**config.mk**
```make
export PLATFORM = sky130hd
export DESIGN_NAME = qual_alarm_engine
export DESIGN_NICKNAME = d
export VERILOG_FILES = /design/src/rtl/qual_alarm_pkg.sv /design/src/rtl/qual_alarm_cmp.sv /design/src/rtl/qual_alarm_timer.sv /design/src/rtl/qual_alarm_notify.sv /design/src/rtl/qual_alarm_engine.sv
export SDC_FILE = /design/constraint.sdc
export NUM_CORES = 1
export LEC_CHECK = 0
export ABC_AREA = 1
export CAP_MARGIN = 30
export CORE_ASPECT_RATIO = 1.25
export CORE_MARGIN = 4
export CORE_UTILIZATION = 43
export DETAILED_ROUTE_END_ITERATION = 16
export DONT_BUFFER_PORTS = 1
export MAX_ROUTING_LAYER = met4
export PLACE_DENSITY = 0.67
export SLEW_MARGIN = 20
export SYNTH_ARGS = -nofsm -noshare
export SYNTH_HDL_FRONTEND = slang
export SYNTH_SLANG_ARGS = --single-unit
```
**constraint.sdc**
```tcl
create_clock -name clk -period 7.7 [get_ports clk]
set_input_delay 1.155 -clock clk [delete_from_list [all_inputs] [get_ports clk]]
set_output_delay 1.155 -clock clk [all_outputs]
set_load 0.1 [all_outputs]
```
**src/rtl/qual_alarm_pkg.sv**
```systemverilog
package qual_alarm_pkg;

    typedef enum logic [1:0] {
        ST_NORMAL  = 2'd0,
        ST_WARNING = 2'd1,
        ST_ALARM   = 2'd2,
        ST_LATCHED = 2'd3
    } alm_state_t;

endpackage

```
**src/rtl/qual_alarm_cmp.sv**
```systemverilog
module qual_alarm_cmp #(
    parameter int VAL_W = 16
) (
    input  logic             clk,
    input  logic             rst_n,
    input  logic             sample_valid,
    input  logic [VAL_W-1:0] sample_value,
    input  logic             high_side,
    input  logic [VAL_W-1:0] lim_warn_in,
    input  logic [VAL_W-1:0] lim_alarm_in,
    input  logic [VAL_W-1:0] lim_warn_out,
    input  logic [VAL_W-1:0] lim_alarm_out,
    output logic             over_warn,
    output logic             over_alarm,
    output logic             inside_warn,
    output logic             inside_alarm
);

    localparam int NLIM = 4;

    logic [VAL_W-1:0] lims [NLIM];
    logic [NLIM-1:0]  hit;

    assign lims[0] = lim_warn_in;
    assign lims[1] = lim_alarm_in;
    assign lims[2] = lim_warn_out;
    assign lims[3] = lim_alarm_out;

    // enter limits (0,1) use an inclusive crossing, exit limits (2,3) a strict inside test
    for (genvar g = 0; g < NLIM; g++) begin : g_cmp
        if (g < 2) begin : g_enter
            assign hit[g] = high_side ? (sample_value >= lims[g]) : (sample_value <= lims[g]);
        end else begin : g_exit
            assign hit[g] = high_side ? (sample_value < lims[g]) : (sample_value > lims[g]);
        end
    end

    always_ff @(posedge clk) begin
        if (!rst_n) begin
            over_warn    <= 1'b0;
            over_alarm   <= 1'b0;
            inside_warn  <= 1'b0;
            inside_alarm <= 1'b0;
        end else if (sample_valid) begin
            over_warn    <= hit[0];
            over_alarm   <= hit[1];
            inside_warn  <= hit[2];
            inside_alarm <= hit[3];
        end
    end

endmodule

```
**src/rtl/qual_alarm_timer.sv**
```systemverilog
module qual_alarm_timer #(
    parameter int TIME_W = 16
) (
    input  logic              clk,
    input  logic              rst_n,
    input  logic              restart,
    input  logic              cond,
    input  logic              tick,
    input  logic [TIME_W-1:0] limit,
    output logic              done
);

    localparam logic [TIME_W-1:0] CNT_MAX = '1;

    logic [TIME_W-1:0] cnt_q;

    assign done = cond && (cnt_q >= limit);

    always_ff @(posedge clk) begin
        if (!rst_n) begin
            cnt_q <= '0;
        end else if (restart || !cond) begin
            cnt_q <= '0;
        end else if (tick && (cnt_q != CNT_MAX)) begin
            cnt_q <= cnt_q + 1'b1;
        end
    end

    a_r11_count_on_tick: assert property (@(posedge clk) disable iff (!rst_n)
        (cnt_q > $past(cnt_q)) |-> $past(tick));

endmodule

```
**src/rtl/qual_alarm_notify.sv**
```systemverilog
module qual_alarm_notify #(
    parameter int TIME_W = 16,
    parameter int RL_W   = 8,
    parameter int CNT_W  = 16
) (
    input  logic              clk,
    input  logic              rst_n,
    input  logic              tick,
    input  logic [TIME_W-1:0] rl_window,
    input  logic [RL_W-1:0]   rl_max,
    input  logic              mask,
    input  logic              change,
    input  logic [1:0]        new_sev,
    input  logic              enter_warn,
    input  logic              enter_alarm,
    output logic              notify,
    output logic [1:0]        notify_sev,
    output logic [CNT_W-1:0]  cnt_warn,
    output logic [CNT_W-1:0]  cnt_alarm,
    output logic [CNT_W-1:0]  cnt_drop
);

    logic [TIME_W-1:0] win_q;
    logic [RL_W-1:0]   sent_q;
    logic              roll;
    logic              allowed;

    assign roll    = tick && ({1'b0, win_q} + 1'b1 >= {1'b0, rl_window});
    assign allowed = !mask && (roll ? (rl_max != '0) : (sent_q < rl_max));

    always_ff @(posedge clk) begin
        if (!rst_n) begin
            win_q <= '0;
        end else if (roll) begin
            win_q <= '0;
        end else if (tick) begin
            win_q <= win_q + 1'b1;
        end
    end

    always_ff @(posedge clk) begin
        if (!rst_n) begin
            sent_q <= '0;
        end else if (roll) begin
            sent_q <= (change && allowed) ? RL_W'(1) : '0;
        end else if (change && allowed) begin
            sent_q <= sent_q + 1'b1;
        end
    end

    always_ff @(posedge clk) begin
        if (!rst_n) begin
            notify     <= 1'b0;
            notify_sev <= 2'd0;
            cnt_warn   <= '0;
            cnt_alarm  <= '0;
            cnt_drop   <= '0;
        end else begin
            notify <= change && allowed;
            if (change) begin
                notify_sev <= new_sev;
            end
            if (change && !allowed) begin
                cnt_drop <= cnt_drop + 1'b1;
            end
            if (enter_warn) begin
                cnt_warn <= cnt_warn + 1'b1;
            end
            if (enter_alarm) begin
                cnt_alarm <= cnt_alarm + 1'b1;
            end
        end
    end

    a_r8_mask_silent: assert property (@(posedge clk) disable iff (!rst_n)
        mask |=> !notify);

    a_r9_cap_per_window: assert property (@(posedge clk) disable iff (!rst_n)
        (32'(sent_q) == 32'($past(sent_q)) + 1) |-> ($past(sent_q) < $past(rl_max)));

endmodule

```
**src/rtl/qual_alarm_engine.sv**
```systemverilog
module qual_alarm_engine
    import qual_alarm_pkg::*;
#(
    parameter int VAL_W  = 16,
    parameter int TIME_W = 16,
    parameter int RL_W   = 8,
    parameter int CNT_W  = 16
) (
    input  logic              clk,
    input  logic              rst_n,
    input  logic              sample_valid,
    input  logic [VAL_W-1:0]  sample_value,
    input  logic              tick,
    input  logic              warmup,
    input  logic              cfg_high_side,
    input  logic [VAL_W-1:0]  lim_warn_in,
    input  logic [VAL_W-1:0]  lim_alarm_in,
    input  logic [VAL_W-1:0]  lim_warn_out,
    input  logic [VAL_W-1:0]  lim_alarm_out,
    input  logic [TIME_W-1:0] t_warn,
    input  logic [TIME_W-1:0] t_alarm,
    input  logic [TIME_W-1:0] t_clear,
    input  logic [TIME_W-1:0] t_cool,
    input  logic              cfg_latch,
    input  logic              cfg_auto_clear,
    input  logic              clear_req,
    input  logic              mask,
    input  logic [TIME_W-1:0] rl_window,
    input  logic [RL_W-1:0]   rl_max,
    output logic [1:0]        severity,
    output logic              latched,
    output logic              notify,
    output logic [1:0]        notify_sev,
    output logic [CNT_W-1:0]  cnt_warn,
    output logic [CNT_W-1:0]  cnt_alarm,
    output logic [CNT_W-1:0]  cnt_drop
);

    alm_state_t state_q, state_d;

    logic over_warn, over_alarm, inside_warn, inside_alarm;
    logic chg;
    logic w_done, a_done, x_done;
    logic x_cond;
    logic [TIME_W-1:0] x_limit;
    logic enter_warn, enter_alarm;

    qual_alarm_cmp #(.VAL_W(VAL_W)) u_cmp (
        .clk          (clk),
        .rst_n        (rst_n),
        .sample_valid (sample_valid),
        .sample_value (sample_value),
        .high_side    (cfg_high_side),
        .lim_warn_in  (lim_warn_in),
        .lim_alarm_in (lim_alarm_in),
        .lim_warn_out (lim_warn_out),
        .lim_alarm_out(lim_alarm_out),
        .over_warn    (over_warn),
        .over_alarm   (over_alarm),
        .inside_warn  (inside_warn),
        .inside_alarm (inside_alarm)
    );

    qual_alarm_timer #(.TIME_W(TIME_W)) u_wq (
        .clk(clk), .rst_n(rst_n), .restart(chg),
        .cond(over_warn && !warmup), .tick(tick), .limit(t_warn), .done(w_done)
    );

    qual_alarm_timer #(.TIME_W(TIME_W)) u_aq (
        .clk(clk), .rst_n(rst_n), .restart(chg),
        .cond(over_alarm && !warmup), .tick(tick), .limit(t_alarm), .done(a_done)
    );

    always_comb begin
        unique case (state_q)
            ST_NORMAL:  x_cond = 1'b0;
            ST_WARNING: x_cond = inside_warn;
            ST_ALARM:   x_cond = inside_alarm;
            ST_LATCHED: x_cond = inside_alarm;
        endcase
    end

    assign x_limit = (state_q == ST_LATCHED) ? t_cool : t_clear;

    qual_alarm_timer #(.TIME_W(TIME_W)) u_exit (
        .clk(clk), .rst_n(rst_n), .restart(chg),
        .cond(x_cond), .tick(tick), .limit(x_limit), .done(x_done)
    );

    // next-state selection
    always_comb begin
        state_d = state_q;
        unique case (state_q)
            ST_NORMAL: begin
                if (a_done)      state_d = cfg_latch ? ST_LATCHED : ST_ALARM;
                else if (w_done) state_d = ST_WARNING;
            end
            ST_WARNING: begin
                if (a_done)      state_d = cfg_latch ? ST_LATCHED : ST_ALARM;
                else if (x_done) state_d = ST_NORMAL;
            end
            ST_ALARM: begin
                if (x_done)      state_d = inside_warn ? ST_NORMAL : ST_WARNING;
            end
            ST_LATCHED: begin
                if (clear_req)                    state_d = ST_NORMAL;
                else if (cfg_auto_clear && x_done) state_d = inside_warn ? ST_NORMAL : ST_WARNING;
            end
        endcase
    end

    assign chg         = (state_d != state_q);
    assign enter_warn  = (state_q == ST_NORMAL) && (state_d == ST_WARNING);
    assign enter_alarm = ((state_q == ST_NORMAL) || (state_q == ST_WARNING)) &&
                         ((state_d == ST_ALARM) || (state_d == ST_LATCHED));

    // state register
    always_ff @(posedge clk) begin
        if (!rst_n) state_q <= ST_NORMAL;
        else        state_q <= state_d;
    end

    // outputs
    always_comb begin
        severity = 2'(state_q);
        latched  = (state_q == ST_LATCHED);
    end

    qual_alarm_notify #(.TIME_W(TIME_W), .RL_W(RL_W), .CNT_W(CNT_W)) u_ntf (
        .clk        (clk),
        .rst_n      (rst_n),
        .tick       (tick),
        .rl_window  (rl_window),
        .rl_max     (rl_max),
        .mask       (mask),
        .change     (chg),
        .new_sev    (2'(state_d)),
        .enter_warn (enter_warn),
        .enter_alarm(enter_alarm),
        .notify     (notify),
        .notify_sev (notify_sev),
        .cnt_warn   (cnt_warn),
        .cnt_alarm  (cnt_alarm),
        .cnt_drop   (cnt_drop)
    );

    a_r10_notify_on_change: assert property (@(posedge clk) disable iff (!rst_n)
        notify |-> (severity != $past(severity)));

    a_r7_warmup_no_rise: assert property (@(posedge clk) disable iff (!rst_n)
        $past(warmup) |-> !(severity > $past(severity)));

    a_r5_latch_holds: assert property (@(posedge clk) disable iff (!rst_n)
        (state_q == ST_LATCHED && !clear_req && !cfg_auto_clear) |=> (state_q == ST_LATCHED));

endmodule

```
* Word-level counts from Yosys, hierarchy flattened
Cells that the tools add are included. Widths: inputs -> output; s select.
Storage, ports and cells: bits in registers 129, bits of input ports 178, output and inout port bits 54, word-level logic and storage cells 102
Operators by class: add/sub/neg operators 9, magnitude comparators 13, eq/ne operators 10, mux-type cells 20, bitwise gates (word level) 1, reductions and logical operators 34
Operator list (count):
- $add 16x1->16 const B | 7
- $ge 16x16->1 | 5
- $ne 16x16->1 const B | 3
- $gt 16x16->1 | 2
- $le 16x16->1 | 2
- $lt 16x16->1 | 2
- $add 16x1->17 const B | 1
- $ge 17x16->1 | 1
- $mux 16 | 1
- $mux 8 | 2
- $logic_and 1x1->1 | 15
- $mux 2 | 7
- $reduce_or 2->1 | 5
- $add 8x1->8 const B | 1
- $eq 2x2->1 const B | 4
- $lt 8x8->1 | 1
- $mux 1 | 8
- $pmux 2 s4 | 1
- $reduce_bool 8->1 | 1
- $logic_not 1->1 | 6
- $logic_or 1x1->1 | 5
- $eq 2x1->1 const B | 2
- $pmux 1 s3 | 1
- $logic_not 2->1 | 1
- 3 further kinds | 3

* Longest topological paths before layout
word-level depth 12, gate-level depth with buffers 27, mapped depth without buffers 27

* By module
Synthesis repeated with hierarchy kept, for this count alone.
Unflattened totals: cell total of the unflattened synthesis 1664, area total of the unflattened synthesis 10739.0 um2
Modules (own cells, without submodules):
- qual_alarm_notify | instances 1, cells an instance 614, area an instance 4345.4 um2, sequential area each 1501.4 um2
- qual_alarm_timer | instances 3, cells an instance 207, area an instance 1308.8 um2, sequential area each 320.3 um2
- qual_alarm_cmp | instances 1, cells an instance 320, area an instance 1958.1 um2, sequential area each 80.1 um2
- qual_alarm_engine | instances 1, cells an instance 109, area an instance 509.2 um2, sequential area each 40.0 um2

* Worst setup path before layout
No wires, ideal clock.
path type register to register, start register state_q[1] (netlist: severity[1]), end register u_ntf.cnt_drop[9], setup time 0.140 ns, arrival 3.872 ns, data required time 7.560 ns, setup slack 3.687 ns, stages on the path, launching flop included 25, buffers on the path 3, clock period less this slack 4.013 ns, path through dfxtp_1 buf_2 nand2_1 inv_1 nand2_1 nand2_1 ha_1 nand2_1 nor2_1 nor2_1 nand2_1 nand2_1 nand2_1 a21oi_1 nand2_1 nand2_1 nand2_1 nand3_2 nand2_2 nand2_4 buf_6 nand2_8 buf_12 nand2_2 a21oi_2
On the way: word-level cells in the longest chain between the ends 10, elaborated cells between the ends (all ways) 20, classes of those cells order compare (1); eq/ne (4); mux (10); reduce/logical (5)
Ends and longest elaborated chain:
- from (decl) | RTL line qual_alarm_engine.sv:39 | alm_state_t state_q, state_d;
- from (signal assigned) | RTL line qual_alarm_engine.sv:120 | else state_q <= state_d;
- $eq 2x2->1 (*)
- via latched | RTL line qual_alarm_engine.sv:31 | output logic latched,
- $mux 16 or $reduce_or 2->1 (tied branches)
- $ge 16x16->1 or $pmux 1 s3 (tied branches) | RTL line qual_alarm_timer.sv:17, qual_alarm_engine.sv:75
- $logic_and 1x1->1 | RTL line qual_alarm_timer.sv:17 | assign done = cond && (cnt_q >= limit);
- $logic_and 1x1->1 | RTL line qual_alarm_engine.sv:107 | else if (cfg_auto_clear && x_done) state_d = inside_warn ? ST_NORMAL : ST_WARNING;
- $mux 2 | RTL line qual_alarm_engine.sv:107
- $mux 2 | RTL line qual_alarm_engine.sv:106 | if (clear_req) state_d = ST_NORMAL;
- $pmux 2 s4 (*) | RTL line qual_alarm_engine.sv:93 | unique case (state_q)
- $ne 2x2->1 (*) | RTL line qual_alarm_engine.sv:112 | assign chg = (state_d != state_q);
- $logic_and 1x1->1 (*) | RTL line qual_alarm_notify.sv:63 | if (change && !allowed) begin
- to (signal assigned) | RTL line qual_alarm_notify.sv:64 | cnt_drop <= cnt_drop + 1'b1;
- to (decl) | RTL line qual_alarm_notify.sv:20 | output logic [CNT_W-1:0] cnt_drop
The timed path passes the listed nets; every way through them passes the cells marked *. A chain may end at the register's enable or synchronous reset.

* Worst setup path in the final report
start register state_q[1] (netlist: severity[1]), end register u_aq.cnt_q[11]
On the way: word-level cells in the longest chain between the ends 11, elaborated cells between the ends (all ways) 21, classes of those cells order compare (1); eq/ne (4); mux (10); reduce/logical (6)
Ends and longest elaborated chain:
- $eq 2x2->1 (*)
- via latched | RTL line qual_alarm_engine.sv:31
- $mux 16 or $reduce_or 2->1 (tied branches)
- $ge 16x16->1 or $pmux 1 s3 (tied branches) | RTL line qual_alarm_timer.sv:17, qual_alarm_engine.sv:75
- $logic_and 1x1->1 | RTL line qual_alarm_timer.sv:17
- $logic_and 1x1->1 | RTL line qual_alarm_engine.sv:107
- $mux 2 | RTL line qual_alarm_engine.sv:107
- $mux 2 | RTL line qual_alarm_engine.sv:106
- $pmux 2 s4 (*) | RTL line qual_alarm_engine.sv:93
- $ne 2x2->1 (*) | RTL line qual_alarm_engine.sv:112
- $logic_or 1x1->1 (*) | RTL line qual_alarm_timer.sv:22 | end else if (restart || !cond) begin
- $reduce_or 2->1 (no source line) (*)
- to (signal assigned) | RTL line qual_alarm_timer.sv:25 | cnt_q <= cnt_q + 1'b1;
- to (decl) | RTL line qual_alarm_timer.sv:15 | logic [TIME_W-1:0] cnt_q;
Marked as above.

==> flow_metrics.tcl <==
set metrics [dict create \
    status "completed" \
    grt_max_degree 30 \
    postRouteAntennaNets 0 \
    syn_nets 1800 \
    first_pass_iters 5 \
    syn2layout_area_growth_pct 20.7 \
    layout-drive-gt1-share 0.0985 \
    drc 0 \
    grt_usage 0.204 \
    cts.clk_slew.worst_paths_ps 60 \
    fin_util 0.527 \
    gp_congestion 0.906 \
    period_share 0.521 \
    synth.yosys.warnings 0 \
    period_minus_slack_ps 4010 \
    netlist_area_sq_um 10300 \
    swShare 0.268 \
    multi_input_area_sq_um 6510 \
    vias 9683 \
    path_class "flip-flop to flip-flop" \
    seq_area_sq_um 2580 \
    cts_resized 0 \
    critPathLaunchType "flip-flop" \
    cellLeakagePower_nw 5.72 \
    cp_max_fo 29 \
    clockBufferDepth 2 \
    placed_area_sq_um 11700 \
    drtIter0Drc 378 \
    worstPathRequired_ps 8040 \
    slew-limit-headroom 0.291 \
    worstPathArrival_ps 4350 \
    start_util 0.437 \
    gr-total-overflow 0 \
    maxCapViolCount 0 \
    rsz0062_at_grt "no" \
    cts_tree "built" \
    port_buffers 0 \
    grt_pass1_vias 9319 \
    final_common_cell "inv_1" \
    hold_path_class "flip-flop to flip-flop" \
    power.share.clock 0.475 \
    die_x_um 147 \
    max_freq_mhz 249 \
    rrSetupSlack_ps 3690 \
    finalInstanceArea_sq_um 12500 \
    setup_viol 0 \
    root_buffer "clkbuf_16" \
    ios 232 \
    fillCellCount 2196 \
    die_area_sq_um 26600 \
    grt_pass1_wl_mm 43.8 \
    worstMarginPinSlew_ps 1060 \
    p_switching_w 0.000429 \
    fin_setup_tns_ps 0 \
    ir_worst_vdd_mv 0.150 \
    wirelength_mm 27.2 \
    holdBufCountCts 0 \
    nets 1881 \
    cts_buffers 17 \
    layout_common_cells "inv_1 (280), nand2_1 (252), ha_1 (143)" \
    hpwl_mm 21.7 \
    netlist-cell-type-count 53 \
    pwr-share-comb 0.101 \
    seqPwrFrac 0.424 \
    intPower_w 0.00117 \
    slew_viol_final 0 \
    cts.sinks 129 \
    cts_max_level 4 \
    wl_per_cell_um 14.6 \
    synth_cells 1479 \
    end_kind "flip-flop" \
    synth.avg_cell_area_sq_um 6.98 \
    skew_ps 10.8 \
    antenna_found_initial 1 \
    p_per_area_nw_per_um2 129 \
    via_per_inst 5.19 \
    insertion_delay_ps 420 \
    post-cts-setup-buffers 0 \
    row_count 63 \
    die_h_um 181 \
    hold_viol 0 \
    coreArea_sq_um 23600 \
    synth-seq-cells 129 \
    ys_seq_area_frac 0.250 \
]
[synth_stat cells, drive strengths merged]
| cell | count | share of area |
|---|---|---|
| o21ai | 36 | 0.017 |
| nor2 | 135 | 0.052 |
| o211ai | 7 | 0.0051 |
| nand3 | 78 | 0.040 |
| xnor2 | 10 | 0.0085 |
| a21o | 4 | 0.0029 |
| nand3b | 3 | 0.0022 |
| clkinv | 1 | 0.00036 |
| a21oi | 128 | 0.069 |
| nand2 | 271 | 0.10 |
| nand4 | 39 | 0.024 |
| a21boi | 2 | 0.0015 |
| ha | 143 | 0.17 |
| a221oi | 1 | 0.00085 |
| o31ai | 1 | 0.00073 |
| and3 | 1 | 0.00061 |
| nor3 | 59 | 0.030 |
| xor2 | 45 | 0.038 |
| o2111ai | 1 | 0.00085 |
| buf | 14 | 0.011 |
| a31oi | 8 | 0.0048 |
| dfxtp | 129 | 0.25 |
| o221a | 1 | 0.0011 |
| o211a | 1 | 0.00097 |
| inv | 284 | 0.10 |
| a22o | 1 | 0.00085 |
| o21bai | 1 | 0.00073 |
| o221ai | 1 | 0.00085 |
| clkbuf | 11 | 0.0040 |
| o21a | 3 | 0.0022 |
| nor4 | 13 | 0.0099 |
| a211oi | 14 | 0.010 |
| a2111oi | 1 | 0.00085 |
| or2 | 9 | 0.0055 |
| mux2i | 15 | 0.015 |
| nor4b | 1 | 0.00085 |
| nor3b | 7 | 0.0056 |
[layout make-up]
class,count,area share
multi-input combinational,1040,0.523
sequential,129,0.207
timing repair buffer,87,0.110
inverter,285,0.0861
clock buffer,20,0.0367
tap,292,0.0293
clock inverter,12,0.00783
antenna,1,0.000201
[cells by family after synthesis]
kind of cell / synth area share
simple gates: 0.276
buf+inv: 0.119
compound gates: 0.121
fa+ha+maj: 0.173
flops: 0.250
xor+xnor: 0.0467
mux: 0.0145
[worst paths after layout]
kind                  start             end  depth (start not counted)
max             severity[1]  u_aq.cnt_q[11]                         25
min          u_ntf.win_q[1]  u_ntf.win_q[1]                          2
max reg2reg     severity[1]  u_aq.cnt_q[11]                         25
min reg2reg  u_ntf.win_q[1]  u_ntf.win_q[1]                          2
[state kept, by name, summed over array words and instances (netlist names)]
signal and count:
u_aq.cnt_q 16, u_exit.cnt_q 16, u_ntf.cnt_alarm 16, u_ntf.cnt_drop 16, u_ntf.cnt_warn 16, u_ntf.win_q 16, u_wq.cnt_q 16, u_ntf.sent_q 8
severity 2, u_ntf.notify_sev 2, u_cmp.inside_alarm 1, u_cmp.inside_warn 1, u_cmp.over_alarm 1, u_cmp.over_warn 1, u_ntf.notify 1
[critical path: stages (launching register included)]
cell     delay [ps]
dfxtp_1         300
buf_4           330
nand2_1          90
buf_4           240
inv_1           650
nand2_1         100
nand2_1         100
ha_1            140
inv_1            40
nand2_1          40
nand2_1          40
a21oi_1         120
nand2_1          90
nand2_1          70
nand2_1          90
a21oi_1         160
nand2_1          60
nand2_1          60
nand2_1          70
nand3_1          80
nand2_1          70
inv_2            70
nand2_4         220
nor2_4          210
nand2_2         250
nor3_1          210
[per-stage QoR]
step	hold slack (ps)	worst slack, ps	total power (W)	instances
2_1_floorplan	444	3690	0.000823	1479
3_3_place_gp	474	3770	0.000850	1752
3_5_place_dp	479	3650	0.000856	1819
4_1_cts	487	3640	0.00162	1851
5_1_grt	519	3300	0.00168	1866
6_report	483	3690	0.00160	1866
[power by group through the flow]
stage                     registers (W)  clock network, W  logic (W)
after floorplan                0.000691                 0   0.000132
after detailed placement       0.000693                 0   0.000163
after global placement         0.000693                 0   0.000157
after CTS                      0.000678          0.000782   0.000164
final                          0.000678          0.000761   0.000162
after global routing           0.000679          0.000806   0.000193
[metal layers]
| layer | vias to the layer above | GRT usage | routed length [um] |
|---|---|---|---|
| li1 | 5015 | - | - |
| met1 | 4329 | 0.219 | 10900 |
| met2 | 287 | 0.359 | 13500 |
| met3 | 52 | 0.0577 | 2060 |
| met4 | 0 | 0.0719 | 845 |
| met5 | - | - | 0 |
No activity file was read; power rests on OpenSTA's default activity.
